--- src/rtl/wcb_pkg.sv ---
`timescale 1ns/1ps
package wcb_pkg;
   localparam logic [2:0] K_OFF   = 3'd0;
   localparam logic [2:0] K_FETCH = 3'd1;
   localparam logic [2:0] K_DADDR = 3'd2;
   localparam logic [2:0] K_DVAL  = 3'd3;
   localparam logic [2:0] K_CYC   = 3'd4;

   localparam logic [1:0] SEL_VAL  = 2'd0;
   localparam logic [1:0] SEL_MASK = 2'd1;
   localparam logic [1:0] SEL_FUNC = 2'd2;
   localparam logic [1:0] SEL_CTL  = 2'd3;

   // function word: owner, write enable, read enable, kind
   typedef struct packed {
      logic       use_trace;
      logic       wr_en;
      logic       rd_en;
      logic [2:0] kind;
   } func_t;

   localparam int FUNC_W = $bits(func_t);
endpackage

--- src/rtl/wcb_cycle_ctr.sv ---
`timescale 1ns/1ps
module wcb_cycle_ctr #(
   parameter int W = 32
) (
   input  logic         clk,
   input  logic         rst_n,
   output logic [W-1:0] count
);
   always_ff @(posedge clk or negedge rst_n) begin
      if (!rst_n) count <= '0;
      else        count <= count + 1'b1;
   end
endmodule

--- src/rtl/wcb_slot.sv ---
`timescale 1ns/1ps
module wcb_slot
   import wcb_pkg::*;
#(
   parameter int W        = 32,
   parameter int MASK_W   = 4,
   parameter bit CAN_DVAL = 1'b0,
   parameter bit CAN_CYC  = 1'b0
) (
   input  logic              clk,
   input  logic              rst_n,
   input  logic              wr_en,
   input  logic [1:0]        wr_sel,
   input  logic [W-1:0]      wr_data,
   input  logic              if_valid,
   input  logic [W-1:0]      if_addr,
   input  logic              da_valid,
   input  logic              da_write,
   input  logic [W-1:0]      da_addr,
   input  logic [W-1:0]      da_data,
   input  logic [W-1:0]      cyc_now,
   output logic [W-1:0]      val_q,
   output logic [MASK_W-1:0] mask_q,
   output func_t             func_q,
   output logic              hit,
   output logic              use_trace
);
   func_t      new_func;
   logic       kind_legal;
   logic       owner_ok;
   logic [W-1:0] keep;
   logic       dir_ok;
   logic       fetch_hit;
   logic       daddr_hit;
   logic       dval_hit;
   logic       cyc_hit;

   assign new_func = func_t'(wr_data[FUNC_W-1:0]);

   always_comb begin
      case (new_func.kind)
         K_OFF, K_FETCH, K_DADDR: kind_legal = 1'b1;
         K_DVAL:                  kind_legal = CAN_DVAL;
         K_CYC:                   kind_legal = CAN_CYC;
         default:                 kind_legal = 1'b0;
      endcase
   end

   // a claimed comparator may only be rewritten by its current owner
   assign owner_ok = (func_q.kind == K_OFF) || (func_q.use_trace == new_func.use_trace);

   always_ff @(posedge clk or negedge rst_n) begin
      if (!rst_n) begin
         val_q  <= '0;
         mask_q <= '0;
         func_q <= '0;
      end else if (wr_en) begin
         case (wr_sel)
            SEL_VAL:  val_q  <= wr_data;
            SEL_MASK: mask_q <= wr_data[MASK_W-1:0];
            SEL_FUNC: if (kind_legal && owner_ok) func_q <= new_func;
            default:  ;
         endcase
      end
   end

   assign keep      = {W{1'b1}} << mask_q;
   assign dir_ok    = da_write ? func_q.wr_en : func_q.rd_en;
   assign fetch_hit = if_valid && (((if_addr ^ val_q) & keep) == '0);
   assign daddr_hit = da_valid && dir_ok && (((da_addr ^ val_q) & keep) == '0);

   generate
      if (CAN_DVAL) begin : g_dval
         assign dval_hit = da_valid && dir_ok && (da_data == val_q);
      end else begin : g_no_dval
         logic unused_dval;
         assign unused_dval = ^da_data;
         assign dval_hit    = 1'b0;
      end
      if (CAN_CYC) begin : g_cyc
         assign cyc_hit = (cyc_now == val_q);
      end else begin : g_no_cyc
         logic unused_cyc;
         assign unused_cyc = ^cyc_now;
         assign cyc_hit    = 1'b0;
      end
   endgenerate

   always_comb begin
      case (func_q.kind)
         K_FETCH: hit = fetch_hit;
         K_DADDR: hit = daddr_hit;
         K_DVAL:  hit = dval_hit;
         K_CYC:   hit = cyc_hit;
         default: hit = 1'b0;
      endcase
   end

   assign use_trace = func_q.use_trace;
endmodule

--- src/rtl/wcb_event.sv ---
`timescale 1ns/1ps
module wcb_event #(
   parameter int N = 4
) (
   input  logic         clk,
   input  logic         rst_n,
   input  logic [N-1:0] hit,
   input  logic [N-1:0] use_trace,
   input  logic [N-1:0] clr,
   output logic [N-1:0] halt_req,
   output logic [N-1:0] trace_trig,
   output logic [N-1:0] matched
);
   logic [N-1:0] hit_q;

   always_ff @(posedge clk or negedge rst_n) begin
      if (!rst_n) begin
         hit_q      <= '0;
         halt_req   <= '0;
         trace_trig <= '0;
         matched    <= '0;
      end else begin
         hit_q      <= hit;
         halt_req   <= hit & ~hit_q & ~use_trace;
         trace_trig <= hit & use_trace;
         matched    <= (matched & ~clr) | hit;
      end
   end
endmodule

--- src/rtl/watch_cmp_bank.sv ---
`timescale 1ns/1ps
module watch_cmp_bank
   import wcb_pkg::*;
#(
   parameter int NUM_CMP  = 4,
   parameter int W        = 32,
   parameter int MASK_W   = 4,
   parameter bit HAS_DVAL = 1'b1
) (
   input  logic               clk,
   input  logic               rst_n,
   input  logic               cfg_we,
   input  logic [1:0]         cfg_idx,
   input  logic [1:0]         cfg_sel,
   input  logic [W-1:0]       cfg_wdata,
   input  logic [1:0]         rd_idx,
   input  logic [1:0]         rd_sel,
   output logic [W-1:0]       rd_data,
   input  logic               if_valid,
   input  logic [W-1:0]       if_addr,
   input  logic               da_valid,
   input  logic               da_write,
   input  logic [W-1:0]       da_addr,
   input  logic [W-1:0]       da_data,
   output logic [W-1:0]       cycle_count,
   output logic [NUM_CMP-1:0] halt_req,
   output logic [NUM_CMP-1:0] trace_trig,
   output logic [NUM_CMP-1:0] matched
);
   localparam int MAX_IGN = (1 << MASK_W) - 1;
   localparam logic [W-1:0] CAP_WORD = W'({HAS_DVAL, 3'(NUM_CMP)});

   generate
      if (NUM_CMP < 1 || NUM_CMP > 4) begin : g_bad_count
         $error("watch_cmp_bank: NUM_CMP must lie in 1..4");
      end
      if (W < MAX_IGN + 1 || W < 8) begin : g_bad_width
         $error("watch_cmp_bank: W too narrow for the mask range");
      end
   endgenerate

   logic [W-1:0]       val_a  [NUM_CMP];
   logic [MASK_W-1:0]  mask_a [NUM_CMP];
   func_t              func_a [NUM_CMP];
   logic [NUM_CMP-1:0] hit_v;
   logic [NUM_CMP-1:0] use_v;
   logic [NUM_CMP-1:0] clr_v;

   wcb_cycle_ctr #(.W(W)) u_ctr (
      .clk   (clk),
      .rst_n (rst_n),
      .count (cycle_count)
   );

   generate
      for (genvar i = 0; i < NUM_CMP; i++) begin : g_slot
         localparam bit DV = (i == 1) && HAS_DVAL;
         localparam bit CY = (i == 0);
         wcb_slot #(
            .W        (W),
            .MASK_W   (MASK_W),
            .CAN_DVAL (DV),
            .CAN_CYC  (CY)
         ) u_slot (
            .clk       (clk),
            .rst_n     (rst_n),
            .wr_en     (cfg_we && (cfg_idx == 2'(i)) && (cfg_sel != SEL_CTL)),
            .wr_sel    (cfg_sel),
            .wr_data   (cfg_wdata),
            .if_valid  (if_valid),
            .if_addr   (if_addr),
            .da_valid  (da_valid),
            .da_write  (da_write),
            .da_addr   (da_addr),
            .da_data   (da_data),
            .cyc_now   (cycle_count),
            .val_q     (val_a[i]),
            .mask_q    (mask_a[i]),
            .func_q    (func_a[i]),
            .hit       (hit_v[i]),
            .use_trace (use_v[i])
         );
      end
   endgenerate

   assign clr_v = (cfg_we && cfg_sel == SEL_CTL) ? cfg_wdata[NUM_CMP-1:0] : '0;

   wcb_event #(.N(NUM_CMP)) u_evt (
      .clk        (clk),
      .rst_n      (rst_n),
      .hit        (hit_v),
      .use_trace  (use_v),
      .clr        (clr_v),
      .halt_req   (halt_req),
      .trace_trig (trace_trig),
      .matched    (matched)
   );

   always_comb begin
      rd_data = '0;
      if (rd_sel == SEL_CTL) begin
         rd_data = CAP_WORD;
      end else begin
         for (int i = 0; i < NUM_CMP; i++) begin
            if (rd_idx == 2'(i)) begin
               case (rd_sel)
                  SEL_VAL:  rd_data = val_a[i];
                  SEL_MASK: rd_data = W'(mask_a[i]);
                  SEL_FUNC: rd_data = W'(func_a[i]);
                  default:  rd_data = '0;
               endcase
            end
         end
      end
   end
endmodule

--- config.mk ---
export PLATFORM = sky130hd
export DESIGN_NAME = watch_cmp_bank
export DESIGN_NICKNAME = d
export VERILOG_FILES = /design/src/rtl/wcb_pkg.sv /design/src/rtl/wcb_cycle_ctr.sv /design/src/rtl/wcb_slot.sv /design/src/rtl/wcb_event.sv /design/src/rtl/watch_cmp_bank.sv
export SDC_FILE = /design/constraint.sdc
export NUM_CORES = 1
export LEC_CHECK = 0
export BUFFER_PORTS_ARGS = -buffer_cell sky130_fd_sc_hd__buf_2
export CAP_MARGIN = 20
export CORE_MARGIN = 2
export CORE_UTILIZATION = 23
export DETAILED_ROUTE_END_ITERATION = 6
export GPL_ROUTABILITY_DRIVEN = 0
export HOLD_SLACK_MARGIN = 0.15
export SETUP_SLACK_MARGIN = 0.5
export SLEW_MARGIN = 0
export SYNTH_ARGS = -nofsm -noshare
export SYNTH_HDL_FRONTEND = slang
export SYNTH_HIERARCHICAL = 1
export SYNTH_SLANG_ARGS = --single-unit
--- constraint.sdc ---
create_clock -name clk -period 2.3 [get_ports clk]
set_input_delay 0 -clock clk [delete_from_list [all_inputs] [get_ports clk]]
set_output_delay 0 -clock clk [all_outputs]
set_load 0.02 [all_outputs]
=== Yosys cells after proc, flatten, opt, wreduce, memory -nomap -nowiden ===
Index checks and enable logic that the tools add are counted.

* $add $sub $neg: 1
* Shifts and indexed selects: 4
* Bitwise gates (word level): 24
* Reduce and logical (&&, ||, !) cells: 62
* Eq/ne operators: 33
* Mux-type cells: 21

{| class="wikitable"
|+ Operator list
! operator !! count
|-
| $pmux 32 s3 || 4
|-
| $and 32x32->32 || 8
|-
| $logic_not 32->1 || 8
|-
| $xor 32x32->32 || 8
|-
| $mux 32 || 5
|-
| $shl 32x4->32 const A || 4
|-
| $eq 32x32->1 || 2
|-
| $add 32x1->32 const B || 1
|-
| $logic_and 1x1->1 || 26
|-
| $eq 3x2->1 const B || 7
|-
| $and 4x4->4 || 4
|-
| $eq 2x2->1 const B || 8
|-
| $reduce_and 2->1 || 8
|-
| $eq 3x1->1 const B || 5
|-
| $logic_not 3->1 || 5
|-
| $not 4->4 || 3
|-
| $reduce_and 3->1 || 4
|-
| $eq 2x1->1 const B || 4
|-
| $logic_not 2->1 || 4
|-
| $reduce_or 4->1 || 2
|-
| $mux 1 || 7
|-
| $eq 3x3->1 const B || 2
|-
| $pmux 1 s3 || 2
|-
| $eq 1x1->1 || 4
|-
| other kinds (6) || 10
|}

* Word-level logic and storage cells: 174
* Flip-flop bits (word level): 216

=== Depth between registers and ports, before layout ===
* Depth in word-level cells: 7
* Depth in mapped cells: 9
* Gate-level depth less buffers: 7

=== Modules after synthesis ===
Netlist, hierarchy kept.

{| class="wikitable"
|+ By module, submodules not included
! module !! times used !! area each (µm²) !! cells an instance
|-
| wcb_slot (g_slot[2].u_slot ...) || 2 || 2,591.2 || 223
|-
| wcb_slot (g_slot[0].u_slot) || 1 || 2,949.1 || 275
|-
| wcb_slot (g_slot[1].u_slot) || 1 || 2,920.3 || 266
|-
| watch_cmp_bank || 1 || 1,565.3 || 167
|-
| wcb_cycle_ctr || 1 || 1,478.9 || 127
|-
| wcb_event || 1 || 521.8 || 32
|}

=== Least setup slack after synthesis ===
Ideal clock, no wire load.

* Kind: register to register
* Start point: register g_slot[2].u_slot.mask_q[1]
* End point: register u_evt.trace_trig[2]
* Period minus slack after synthesis: 1.830 ns
* Setup slack: 0.470 ns
* Data arrival time: 1.710 ns
* Stages on the path, launching flop included: 10
* Path buffers: 2
* Path through: dfrtp_1 -> buf_4 -> buf_2 -> a21o_1 -> o2bb2ai_1 -> nor4_2 -> o2111ai_1 -> nand2_1 -> a211o_1 -> and2_2

* Cells in the longest elaborated chain, start to end: 6

{| class="wikitable"
|+ RTL lines
! item !! RTL line !! RTL
|-
| start: declaration || wcb_slot.sv:23 || <nowiki>output logic [MASK_W-1:0] mask_q,</nowiki>
|-
| start signal: assignment || wcb_slot.sv:60 || <nowiki>SEL_MASK: mask_q <= wr_data[MASK_W-1:0];</nowiki>
|-
| $shl 32x4->32 (*) || wcb_slot.sv:67 || <nowiki>assign keep = {W{1'b1}} << mask_q;</nowiki>
|-
| $and 32x32->32 (on tied branches) || wcb_slot.sv:70, wcb_slot.sv:69 ||
|-
| $logic_not 32->1 (on tied branches) || wcb_slot.sv:70, wcb_slot.sv:69 ||
|-
| $logic_and 1x1->1 (on tied branches) || wcb_slot.sv:70, wcb_slot.sv:69 ||
|-
| $pmux 1 s2 (*) || wcb_slot.sv:90 || <nowiki>case (func_q.kind)</nowiki>
|-
| net hit_v[2] || watch_cmp_bank.sv:45 || <nowiki>logic [NUM_CMP-1:0] hit_v;</nowiki>
|-
| $and 4x4->4 (*) || wcb_event.sv:25 || <nowiki>trace_trig <= hit & use_trace;</nowiki>
|-
| end signal: assignment || wcb_event.sv:25 ||
|-
| end: declaration || wcb_event.sv:11 || <nowiki>output logic [N-1:0] trace_trig,</nowiki>
|}

Mark *: on every way through the listed nets, which the timed path passes. The rest lies on a longest branch.
A chain may end at the register's enable or synchronous reset.

=== Worst setup path in the final report ===
* Start point: register g_slot[2].u_slot.val_q[25]
* End point: register u_evt.matched[2]

* Cells in the longest elaborated chain, start to end: 6

{| class="wikitable"
|+ RTL lines
! item !! RTL line !! RTL
|-
| start: declaration || wcb_slot.sv:22 || <nowiki>output logic [W-1:0] val_q,</nowiki>
|-
| start signal: assignment || wcb_slot.sv:59 || <nowiki>SEL_VAL: val_q <= wr_data;</nowiki>
|-
| $xor 32x32->32 (on tied branches) || wcb_slot.sv:70, wcb_slot.sv:69 ||
|-
| $and 32x32->32 (on tied branches) || wcb_slot.sv:70, wcb_slot.sv:69 ||
|-
| $logic_not 32->1 (on tied branches) || wcb_slot.sv:70, wcb_slot.sv:69 ||
|-
| $logic_and 1x1->1 (on tied branches) || wcb_slot.sv:70, wcb_slot.sv:69 ||
|-
| $pmux 1 s2 (*) || wcb_slot.sv:90 ||
|-
| net hit_v[2] || watch_cmp_bank.sv:45 ||
|-
| $or 4x4->4 (*) || wcb_event.sv:26 || <nowiki>matched <= (matched & ~clr) | hit;</nowiki>
|-
| end signal: assignment || wcb_event.sv:26 ||
|-
| end: declaration || wcb_event.sv:12 || <nowiki>output logic [N-1:0] matched</nowiki>
|}

Marked as above.

==> impl_results.md <==
- Outcome: complete, but fails checks
- Failing checks: negative setup slack
- Critical Path RT: about 2.8 ns
- Commonest non-fill, non-tap cell in the layout: buf_2
- DRT iter0 DRCs: around 1200
- H-Tree Depth: 1
- Final worst slack: -0.00360 ns
- Critical path arrival: ~2.8 ns
- Setup TNS: -0.00360 ns
- Pin count of the biggest net entering global routing: just over 70
- P per Cell Area: roughly 800 mW/mm^2
- Post-DR wirelength/cell: approximately 25 microns
- Detailed placer's ending HPWL: 49.7 mm
- CP Class: reg2reg
- Final WL: about 64 mm
- Die area: about 0.066 sq mm
- Area of the multi-input gates: approximately 0.0095 sq mm
- Vias: approximately 13000
- Worst skew pair latency: around 0.55 ns
- Clk sink count: approximately 220
- Nets: roughly 1800
- Final setup vio count: 1
- Synth unique cells: 76
- Hold WC Path Type: in2reg
- Max rail drop VDD: between 0.6 and 0.7 mV
- EDFF count, synth: 0
- Synth Flop Type: dfrtp_1
- Filler cell count: 6358
- Skew final: 0.00951 ns
- Avg Inst Size Synth: ~11 sq um
- Antenna-violating nets left: 0
- Slew @ Worst Pin: around 0.8 ns
- Final hold vios: 0
- GRT Overall Usage: 19.0%
- Commonest cells after routing, fill and taps aside: buf_2 (185), xor2_1 (171), xnor2_1 (169)
- Critical-path maximum fanout: 4
- Sequential area share after synthesis: between 30% and 40%
- Worst relative slew slack: 45.2%
- Root Buffer: clkbuf_16
- Initial Util: roughly 23%
- DR DRC count: 0
- Unrepaired setup endpoints after global routing: true
- Post-DR vias/cell: between 5 and 6
- Synthesized flop and latch total: ~220
- CTS clk-pin slew, worst paths: about 0.06 ns
- Die height: ~260 microns
- Async SR Flop Fraction: between 90% and 100%
- Sequential Area: 0.00548 sq mm
- Longest Clk Path Bufs: 3
- First-pass GRT wire length: about 90 mm
- # IOs: between 200 and 250
- Total gr overflow: 0
- Top cell type's share of synthesized area: 37.0%
- CTS tree: yes
- Placeable Area: around 0.063 sq mm
- Antenna violations before repair: 6
- CP Capture Type: register
- Max cap viols: 0
- Non-filler instance count after layout: around 2600
- Synth area leader: dfrtp_1
- Max frequency: between 0.4 and 0.5 GHz
- Final Max Tran Viols: 0
- Syn nets: roughly 1500
- Drt pass-1 iters: 7
- Layout overhead on the synthesized area: 38.3%
- Yosys warning count: 6
- Vias in the first global route: 13300
- Post-route clock period utilization: 100%
- Synth Instances: approximately 1300
- Final Critical Period: approximately 2.3 ns
- Final core utilization: 32.1%
- Startpoint types: register
- Die Width: around 260 microns
- Placed insts: between 2000 and 2500
- TritonCTS Buffers: 26
- Main area contributors after synthesis: dfrtp_1 (37%), mux2_2 (13%), xnor2_1 (11%)
- Synth Cell Area: about 0.015 sq mm
- P_leak: between 8 and 9 nW
- IO buf count: ~220
- Row count: between 90 and 100
- Share of layout cells above drive strength 1: a little under half
## cell families (layout without fill, tap and decap cells)
group | count (synthesis) | in the layout | share of synthesized area (%)
xor gates and xnor gates | 354 | 354 | 21.2
and+or+nand+nor | 289 | 291 | 12.1
DFF | 216 | 216 | 37.0
muxes | 212 | 212 | 18.2
AOI/OAI and AO/OA | 166 | 166 | 8.20
buffers and inverters | 74 | 482 | 3.12
adders and majority gates | 2 | 2 | 0.154
other | 0 | 3 | 0
## flip-flops by register name (all words and copies together) (netlist names)
register and cells:
u_ctr/count 32, u_evt/trace_trig 4, u_evt/halt_req 4, g_slot.u_slot/mask_q 16, u_evt/hit_q 4, g_slot.u_slot/func_q 20, u_evt/matched 4, g_slot.u_slot/use_trace 4
g_slot.u_slot/val_q 128
## report_power, final
part           internal (W)  switching (W)
sequential          0.00450        0.00118
clock               0.00276        0.00174
combinational       0.00304        0.00288
## critical path, stage by stage, from the launching register on
cell       delay [ns]
dfrtp_1          0.44
xnor2_2          0.17
nand4_1          0.36
a311oi_1         0.35
nand4_1          0.19
a2111oi_2        0.24
a211o_1          0.27
buf_4            0.15
a21o_1           0.07
## through the flow
stage | setup slack, ns | hold slack [ns] | power (W) | instance area [sq um]
6_report | -0.00360 | 0.188 | 0.0161 | 20200
5_1_grt | -0.0817 | 0.188 | 0.0167 | 20200
4_1_cts | 0.104 | 0.173 | 0.0158 | 19700
3_5_place_dp | -0.119 | 0.00292 | 0.0104 | 17200
3_3_place_gp | -0.185 | -0.0125 | 0.0103 | 17200
2_1_floorplan | 0.503 | -0.296 | 0.00839 | 14600
## layer usage
metal	global-route usage (%)	routed length, microns
met1	23.5	24800
met4	6.01	2650
met5	0	27
met3	5.38	6270
met2	32.0	30700
## cell usage after synthesis, types with 12 or more instances
master   count
mux2_2     164
nor2_1      29
nor4_1      35
buf_2       24
inv_1       18
buf_4       12
mux4_2      27
nand4_1     40
a21oi_1     27
o21ai_1     14
xnor2_1    181
mux2i_1     19
nand2_1     52
xor2_1     173
and2_1      37
o21ai_0     23
dfrtp_1    216
nand3_1     19
## final timing paths
| path | startpoint | end | slack (ns) | cells after the start |
|---|---|---|---|---|
| max | g_slot[2].u_slot/val_q[25] | u_evt/matched[2] | -0.004 | 8 |
| max in group asynchronous | rst_n | g_slot[3].u_slot/mask_q[1] | 0.92 | 4 |
| min reg2reg | u_evt/hit_q[2] | u_evt/halt_req[2] | 0.41 | 1 |
| min in group asynchronous | rst_n | g_slot[3].u_slot/val_q[7] | 0.54 | 3 |
| max reg2reg | g_slot[2].u_slot/val_q[25] | u_evt/matched[2] | -0.004 | 8 |
| min | cfg_sel[0] | g_slot[3].u_slot/mask_q[1] | 0.19 | 4 |
## final cells by class
cell class / instances / area share [%]
Tap cell: 846 / 5.24
Timing Repair Buffer: 416 / 15.7
Antenna cell: 3 / 0.0371
Sequential cell: 216 / 27.1
Multi-Input combinational cell: 1025 / 47.0
Clock buffer: 38 / 3.79
Clock inverter: 10 / 0.792
Inverter: 18 / 0.334
## timing repair
| item | 4_1_cts | 5_1_grt |
|---|---|---|
| endpoints found under the hold margin | 380 | 0 |
| pin swaps | 47 | 35 |
| setup buffers | 56 | 16 |
| cloned | 1 | 1 |
| endpoints found under the setup margin | 63 | 64 |
| hold buffers | 37 | 0 |
| resized for setup | 226 | 74 |
No activity file was read; power rests on OpenSTA's default activity.
